File: config.mk
export PLATFORM = sky130hd
export DESIGN_NAME = lcd_timing_gen
export DESIGN_NICKNAME = d
export VERILOG_FILES = /design/src/rtl/lcd_timing_gen.sv
export SDC_FILE = /design/constraint.sdc
export NUM_CORES = 1
export LEC_CHECK = 0
export ABC_AREA = 1
export BUFFER_PORTS_ARGS = -buffer_cell sky130_fd_sc_hd__buf_2
export CORE_MARGIN = 3
export CORE_UTILIZATION = 54
export CTS_BUF_LIST = sky130_fd_sc_hd__clkbuf_8
export DETAILED_ROUTE_END_ITERATION = 10
export GPL_TIMING_DRIVEN = 0
export PLACE_DENSITY_LB_ADDON = 0.1
export SYNTH_ARGS = -nofsm -noshare
export SYNTH_HDL_FRONTEND = slang
export SYNTH_SLANG_ARGS = --single-unit
File: constraint.sdc
create_clock -name clk -period 3.8 [get_ports clk]
set_clock_uncertainty 0.1 [all_clocks]
set_input_delay 0.19 -clock clk [delete_from_list [all_inputs] [get_ports clk]]
set_output_delay 0.19 -clock clk [all_outputs]
set_load 0.02 [all_outputs]
File: src/rtl/lcd_timing_gen.sv
module lcd_timing_gen #(
  parameter int CW = 12,
  parameter int AW = 32
) (
  input  logic          clk,
  input  logic          rst_n,
  input  logic          wr_en,
  input  logic [3:0]    wr_addr,
  input  logic [31:0]   wr_data,
  input  logic          fifo_empty,
  input  logic          underflow,
  output logic          hsync,
  output logic          vsync,
  output logic          de,
  output logic          pix_valid,
  output logic          frame_done,
  output logic          irq,
  output logic          run_status,
  output logic [AW-1:0] cur_buf,
  output logic          realign,
  output logic          pclk_fall
);
  localparam logic [3:0] A_CTRL = 4'd0, A_HT = 4'd1, A_HSW = 4'd2, A_HWAIT = 4'd3,
                         A_HACT = 4'd4, A_VT = 4'd5, A_VSW = 4'd6, A_VWAIT = 4'd7,
                         A_VACT = 4'd8, A_NEXT = 4'd9, A_CUR = 4'd10, A_CLR = 4'd11;

  logic [7:0]    ctrl;
  logic [CW-1:0] r_ht, r_hsw, r_hwait, r_hact, r_vt, r_vsw, r_vwait, r_vact;
  logic [CW-1:0] sh_ht, sh_hsw, sh_hwait, sh_hact, sh_vt, sh_vsw, sh_vwait, sh_vact;
  logic [AW-1:0] next_buf;
  logic [CW-1:0] hcnt, vcnt;
  logic          running, uf_hold;

  wire run_bit  = ctrl[0];
  wire sync_en  = ctrl[1];
  wire recover  = ctrl[2];
  wire irq_en   = ctrl[3];

  wire [CW-1:0] ht_last = (sh_ht == '0) ? '0 : sh_ht - 1'b1;
  wire [CW-1:0] vt_last = (sh_vt == '0) ? '0 : sh_vt - 1'b1;
  wire line_end  = running && (hcnt >= ht_last);
  wire frame_end = line_end && (vcnt >= vt_last);

  wire [CW:0] h_stop = {1'b0, sh_hwait} + {1'b0, sh_hact};
  wire [CW:0] v_stop = {1'b0, sh_vwait} + {1'b0, sh_vact};
  wire h_act  = (hcnt >= sh_hwait) && ({1'b0, hcnt} < h_stop);
  wire v_act  = (vcnt >= sh_vwait) && ({1'b0, vcnt} < v_stop);
  wire active = running && h_act && v_act;

  wire hs_lvl = running && sync_en && (hcnt < sh_hsw);
  wire vs_lvl = running && sync_en && (vcnt < sh_vsw);
  wire de_lvl = sync_en && active;

  assign hsync      = ctrl[4] ? hs_lvl : ~hs_lvl;
  assign vsync      = ctrl[5] ? vs_lvl : ~vs_lvl;
  assign de         = ctrl[6] ? de_lvl : ~de_lvl;
  assign pix_valid  = active && !uf_hold;
  assign irq        = frame_done && irq_en;
  assign run_status = running;
  assign pclk_fall  = ctrl[7];

  wire wr_hit_clr = wr_en && (wr_addr == A_CLR) && wr_data[0];

  // programmed registers
  always_ff @(posedge clk or negedge rst_n) begin
    if (!rst_n) begin
      ctrl    <= 8'h40;
      r_ht    <= '0; r_hsw   <= '0; r_hwait <= '0; r_hact <= '0;
      r_vt    <= '0; r_vsw   <= '0; r_vwait <= '0; r_vact <= '0;
      next_buf <= '0;
    end else if (wr_en) begin
      case (wr_addr)
        A_CTRL:  ctrl    <= wr_data[7:0];
        A_HT:    r_ht    <= wr_data[CW-1:0];
        A_HSW:   r_hsw   <= wr_data[CW-1:0];
        A_HWAIT: r_hwait <= wr_data[CW-1:0];
        A_HACT:  r_hact  <= wr_data[CW-1:0];
        A_VT:    r_vt    <= wr_data[CW-1:0];
        A_VSW:   r_vsw   <= wr_data[CW-1:0];
        A_VWAIT: r_vwait <= wr_data[CW-1:0];
        A_VACT:  r_vact  <= wr_data[CW-1:0];
        A_NEXT:  next_buf <= wr_data[AW-1:0];
        default: ;
      endcase
    end
  end

  // shadow copy: follows while idle, reloads at frame boundary
  always_ff @(posedge clk or negedge rst_n) begin
    if (!rst_n) begin
      sh_ht <= '0; sh_hsw <= '0; sh_hwait <= '0; sh_hact <= '0;
      sh_vt <= '0; sh_vsw <= '0; sh_vwait <= '0; sh_vact <= '0;
    end else if (!running || frame_end) begin
      sh_ht <= r_ht; sh_hsw <= r_hsw; sh_hwait <= r_hwait; sh_hact <= r_hact;
      sh_vt <= r_vt; sh_vsw <= r_vsw; sh_vwait <= r_vwait; sh_vact <= r_vact;
    end
  end

  // scan counters and run state
  always_ff @(posedge clk or negedge rst_n) begin
    if (!rst_n) begin
      running <= 1'b0;
      hcnt    <= '0;
      vcnt    <= '0;
    end else if (!running) begin
      running <= run_bit;
      hcnt    <= '0;
      vcnt    <= '0;
    end else if (!run_bit && fifo_empty) begin
      running <= 1'b0;
      hcnt    <= '0;
      vcnt    <= '0;
    end else if (line_end) begin
      hcnt <= '0;
      vcnt <= frame_end ? '0 : vcnt + 1'b1;
    end else begin
      hcnt <= hcnt + 1'b1;
    end
  end

  // frame status, buffers, underflow recovery
  always_ff @(posedge clk or negedge rst_n) begin
    if (!rst_n) begin
      frame_done <= 1'b0;
      cur_buf    <= '0;
      uf_hold    <= 1'b0;
      realign    <= 1'b0;
    end else begin
      if (frame_end)       frame_done <= 1'b1;
      else if (wr_hit_clr) frame_done <= 1'b0;

      if (frame_end)                          cur_buf <= next_buf;
      else if (wr_en && (wr_addr == A_CUR))   cur_buf <= wr_data[AW-1:0];

      realign <= frame_end && uf_hold;
      if (frame_end || !running)              uf_hold <= 1'b0;
      else if (underflow && recover)          uf_hold <= 1'b1;
    end
  end

  p_hcnt_in_line_r1: assert property (@(posedge clk) disable iff (!rst_n)
    (running && sh_ht != '0) |-> (hcnt < sh_ht));
  p_vcnt_in_frame_r2: assert property (@(posedge clk) disable iff (!rst_n)
    (running && sh_vt != '0) |-> (vcnt < sh_vt));
  p_stop_after_empty_r6: assert property (@(posedge clk) disable iff (!rst_n)
    $fell(running) |-> $past(fifo_empty));
  p_buf_promote_r7: assert property (@(posedge clk) disable iff (!rst_n)
    frame_end |=> (cur_buf == $past(next_buf)));
  p_done_at_end_r8: assert property (@(posedge clk) disable iff (!rst_n)
    $rose(frame_done) |-> $past(frame_end));
  p_shadow_hold_r9: assert property (@(posedge clk) disable iff (!rst_n)
    (running && !frame_end) |=> ($stable(sh_ht) && $stable(sh_vt) && $stable(sh_hact)));
  p_realign_src_r10: assert property (@(posedge clk) disable iff (!rst_n)
    realign |-> $past(uf_hold));
endmodule

Word-level counts from Yosys, hierarchy flattened
Index checks and enable logic that the tools add are counted.
Cells by class
  $add $sub $neg: 6
  magnitude comparators: 8
  equal/unequal tests: 12
  mux-type cells: 20
  bitwise operators: 3
  reduce and logical (&&, ||, !) cells: 38
Operator list (number)
  2-to-1 mux 12 bit: 9
  2-to-1 mux 32 bit: 2
  greater-or-equal comparator 12 bit: 4
  adder 12 x 12 -> 13 bit: 2
  less-than comparator 12 x 13 -> 1 bit: 2
  adder 12 x 1 -> 12 bit, second input constant: 2
  logical NOT 12 bit: 2
  less-than comparator 12 bit: 2
  subtractor 12 x 1 -> 12 bit, second input constant: 2
  AND reduction 2 bit: 10
  logical AND 1 bit: 18
  == test 4 x 3 -> 1 bit, second input constant: 4
  == test 4 bit, second input constant: 4
  2-to-1 mux 1 bit: 9
  == test 4 x 2 -> 1 bit, second input constant: 2
  nonzero test 2 bit: 3
  == test 4 x 1 -> 1 bit, second input constant: 1
  logical NOT 4 bit: 1
  logical NOT 1 bit: 3
  != test 3 x 1 -> 1 bit, second input constant: 1
  inverter 1 bit: 3
  logical OR 1 bit: 1
Word-level totals
  bits in registers: 292
  word-level logic and storage cells: 112

Longest topological paths before layout
  word-level depth: 9
  depth in mapped cells: 22
  depth with buffers taken out: 21

Worst setup path after synthesis
OpenSTA, ideal clock, no wires.
  path kind: register to output
  from: register sh_hwait[0]
  to: output port pix_valid
  arrival time: 2.899 ns
  path slack: 0.611 ns
  cell stages (with the launch flop): 20
  buffers on the path: 0
  cells stage by stage: dfrtp_1 > ha_1 > inv_1 > fa_1 > o21ai_0 > inv_1 > nor2_1 > nor2_1 > nor2_1 > nor2_1 > xor2_1 > ha_1 > nand2_1 > nand2_1 > a21o_1 > nand4_1 > nand2_1 > nor2_1 > nand4_1 > nor2_1
Between the ends
  word-level cells in the longest chain between the ends: 6
  elaborated cells between the ends (all ways): 7
  classes of those cells: add/sub (1); order compare (2); reduce/logical (4)
Ends and longest elaborated chain
  start: declaration: line 29  | logic [CW-1:0] sh_ht, sh_hsw, sh_hwait, sh_hact, sh_vt, sh_vsw, sh_vwait, sh_vact;
  start signal: assignment: line 94  | sh_ht <= r_ht; sh_hsw <= r_hsw; sh_hwait <= r_hwait; sh_hact <= r_hact;
  adder 12 x 12 -> 13 bit: line 44  | wire [CW:0] h_stop = {1'b0, sh_hwait} + {1'b0, sh_hact};
  less-than comparator 12 x 13 -> 1 bit: line 46  | wire h_act = (hcnt >= sh_hwait) && ({1'b0, hcnt} < h_stop);
  logical AND 1 bit *: line 46
  logical AND 1 bit * (2 in a row): line 48  | wire active = running && h_act && v_act;
  logical AND 1 bit *: line 57  | assign pix_valid = active && !uf_hold;
  end: declaration: line 15  | output logic pix_valid,
Mark *: on every way between the ends. The rest lies on a longest branch, timed or not.

Worst setup path in the final report
  from: register sh_hact[0]
  to: output port de
Between the ends
  word-level cells in the longest chain between the ends: 8
Ends and longest elaborated chain
  start: declaration: line 29
  start signal: assignment: line 94
  adder 12 x 12 -> 13 bit *: line 44
  less-than comparator 12 x 13 -> 1 bit *: line 46
  logical AND 1 bit *: line 46
  logical AND 1 bit * (2 in a row): line 48
  logical AND 1 bit *: line 52  | wire de_lvl = sync_en && active;
  inverter 1 bit: line 56  | assign de = ctrl[6] ? de_lvl : ~de_lvl;
  2-to-1 mux 1 bit *: line 56
  end: declaration: line 14  | output logic de,
Marked as above.

==> impl_metrics.toml <==
[yosys]
synth.top_cells.by_count = "470 x nand2_1, 291 x dfrtp_1, 182 x nand3_1"
synth_top_cell_by_area = "dfrtp_1"
avgSynthCellArea_um2 = 8.52
yosys-top-cells-area = "dfrtp_1 48%, nand2_1 12%, ha_1 10%"
yosys_warnings = 0
synth_edf_count = 0
synth.most_common_cell = "nand2_1"
ys.flop_type = "dfrtp_1"
yosysUniqueCellTypes = 36
syn_nets = 1944
ys_seq_elements = 292
yosysSeqAreaShare = 0.482
synth_top_area_share = 0.481
syn_area_um2 = 15200
synth_cells = 1779
async_reset_ff_frac = 1.00

[placement]
dpl_cell_area_um2 = 16100
port_buffers = 81
hpwl_um = 29000
globalplace.congestion = 0.863

[layout]
fill_cells = 2307
syn2layout_area_growth_pct = 17.3
drive_gt1_frac = 0.128
fin_area_um2 = 17800
finalNetCount = 2138
fin_util = 0.652

[run]
maxCapViolations = 0

[die]
die_w_um = 174
die_area_um2 = 30100
io_pins = 82
core_um2 = 27300
die_h_um = 174
fp-row-count = 60
initial_utilization = 0.556

[timing]
post-route-period-util = 1.02
rsz0062_at_grt = "true"
worst_pin_slew_ns = 0.668
hold_viol = 0
period_minus_slack_ns = 3.87
finalMaxSlewViolations = 0
max_clock_freq_mhz = 258
hold_ws_ns = 0.0253
setup_viol = 2
max_slew_margin = 0.554
setup_ws_ns = -0.0688

[setup_path]
crit_type = "reg2out"
worstPathRequired_ns = 3.51
crit_path_end_kind = "primary output"
critPathArrivalTime_ns = 3.58
startpoint_type = "register"
reg2reg_depth = 18
crit_fanout = 2

[drt]
drt_iter0_markers = 919
wl_um = 41400
vias = 13000
drc = 0
ant_nets = 0
wl_per_cell_um = 17.4
dr.pass1.iters = 5
viasPerCell = 5.46

[grt]
grt_pass1_vias = 12700
grt_use_total = 0.273
grt_pass1_wl_um = 66300
antenna_found_initial = 1
grt_max_degree = 116
grt.overflow.total = 0

[power]
leakage_uw = 0.00907
power.density_nw_per_um2 = 612
peakVddDrop_mv = 0.378

[cts]
cts_buffers = 50
cts_tree = "built"
clkTransAtPathRegs_ns = 0.06
cts_buffer_depth = 3
root_buffer = "clkbuf_8"
cts_sinks = 292
htreeDepth = 2
clkLatencyLatePin_ns = 0.57

[outcome]
status = "finished, violations left"
failed_checks = "negative setup slack"

[min_path]
hold_class = "in2reg"
min_path_cells = 4
-- through the flow --
step,worst slack (ns),instances,power [uW],TNS [ns]
after floorplan,0.611,1779,6850,0
after global placement,-3.04,2232,7770,-889.88
after detailed placement,-0.402,2234,7910,-29.89
after CTS,-0.117,2372,10800,-0.205
after global routing,-0.254,2380,11700,-0.465
final,-0.0688,2381,10900,-0.0840
-- timing repair --
| item | in CTS | in global routing |
|---|---|---|
| resized for setup | 22 | 41 |
| pin swaps | 13 | 16 |
| buffers inserted | 12 | 9 |
| hold buffers | 39 | 0 |
| endpoints found under the hold margin | 128 | 0 |
| setup endpoints to repair | 157 | 157 |
-- area by class of cell --
cell class                 count  area, um^2  area share
multi-input combinational   1266        7130       0.401
antenna                        1        2.50    0.000141
tap                          372         465      0.0262
buffer                        63         287      0.0161
timing repair buffer         143        1030      0.0580
inverter                     157         589      0.0332
clock buffer                  63         867      0.0488
sequential                   292        7310       0.411
clock inverter                24        95.1     0.00535
-- worst max-delay path, stage by stage, from the launching register on --
cell and delay (ns):
dfrtp_1 0.37, ha_2 0.18, inv_2 0.05, fa_2 0.36, o21ai_4 0.19, inv_2 0.06, nor2_4 0.08, nor2_2 0.05
nor2_1 0.09, nor2_1 0.05, xor2_1 0.14, ha_1 0.29, nand2_1 0.06, nand2_1 0.05, a21o_1 0.15, nand4_1 0.11
nand2_1 0.08, nor2_2 0.10, nand4_1 0.11, o21bai_1 0.18, nand2_2 0.11, buf_6 0.14
-- sequential cells by signal, indices dropped and copies added, names as in the netlist, 8 cells and up --
name / cells
sh_hsw: 12
ctrl: 8
sh_vact: 12
r_vsw: 12
r_vt: 12
sh_hwait: 12
r_vact: 12
hcnt: 12
next_buf: 32
cur_buf: 32
sh_ht: 12
sh_hact: 12
r_hact: 12
r_ht: 12
r_hwait: 12
r_hsw: 12
sh_vsw: 12
sh_vt: 12
vcnt: 12
sh_vwait: 12
r_vwait: 12
-- logic make-up (layout without fill, tap and decap cells) --
| group | after synthesis | in the layout | synth area share |
|---|---|---|---|
| compound gates | 301 | 301 | 0.104 |
| xor+xnor | 39 | 39 | 0.0225 |
| fa+ha+maj | 124 | 124 | 0.103 |
| buf+inv | 221 | 450 | 0.0570 |
| flops | 292 | 292 | 0.482 |
| mux | 20 | 20 | 0.0149 |
| other cells | 0 | 1 | 0 |
| simple gates | 782 | 782 | 0.216 |
-- power breakdown --
part,total (uW),leakage [uW],internal (uW),switching [uW]
sequential,4330,0.00375,3840,499
combinational,3830,0.00475,1490,2340
clock,2720,0.000574,1480,1240
total,10900,0.00907,6800,4080
-- routing by layer --
| layer | wire [um] | global-route usage | share of wire | vias up |
|---|---|---|---|---|
| met5 | 7 | 0 | 0.00017 | - |
| li1 | - | - | - | 6289 |
| met1 | 18200 | 0.379 | 0.44 | 6241 |
| met2 | 19400 | 0.448 | 0.47 | 398 |
| met4 | 846 | 0.0676 | 0.020 | 2 |
| met3 | 2920 | 0.0480 | 0.071 | 62 |
-- layout by cell type, fill, tap and decap left out, types with 6 or more instances in the layout --
cell type      instances
dfrtp_1              290
o21bai_1               7
dlygate4sd3_1         39
xor2_1                24
inv_1                171
xnor2_1               15
nor3_1                 9
clkbuf_1              39
buf_2                 92
inv_2                  8
buf_4                 27
o21ai_0              150
clkbuf_8              63
ha_1                 119
nand3_1              181
nand4_1               15
nand2_1              466
a21oi_2                6
mux2_2                20
nor2_1                85
a21oi_1               57
o21ai_1               61
-- final timing paths --
path	to	startpoint	slack, ns
max in group asynchronous	next_buf[27]$_DFFE_PN0P_	rst_n	2.07
worst max-delay path	de	sh_hact[0]$_DFFE_PN0P_	-0.07
worst min-delay path	r_vact[0]$_DFFE_PN0P_	wr_en	0.03
min in group asynchronous	hcnt[1]$_DFF_PN0_	rst_n	0.07
worst max register to register	sh_hact[7]$_DFFE_PN0P_	sh_ht[4]$_DFFE_PN0P_	0.19
worst min register to register	sh_vact[4]$_DFFE_PN0P_	r_vact[4]$_DFFE_PN0P_	0.36
Power figures use the tool's default switching activity.
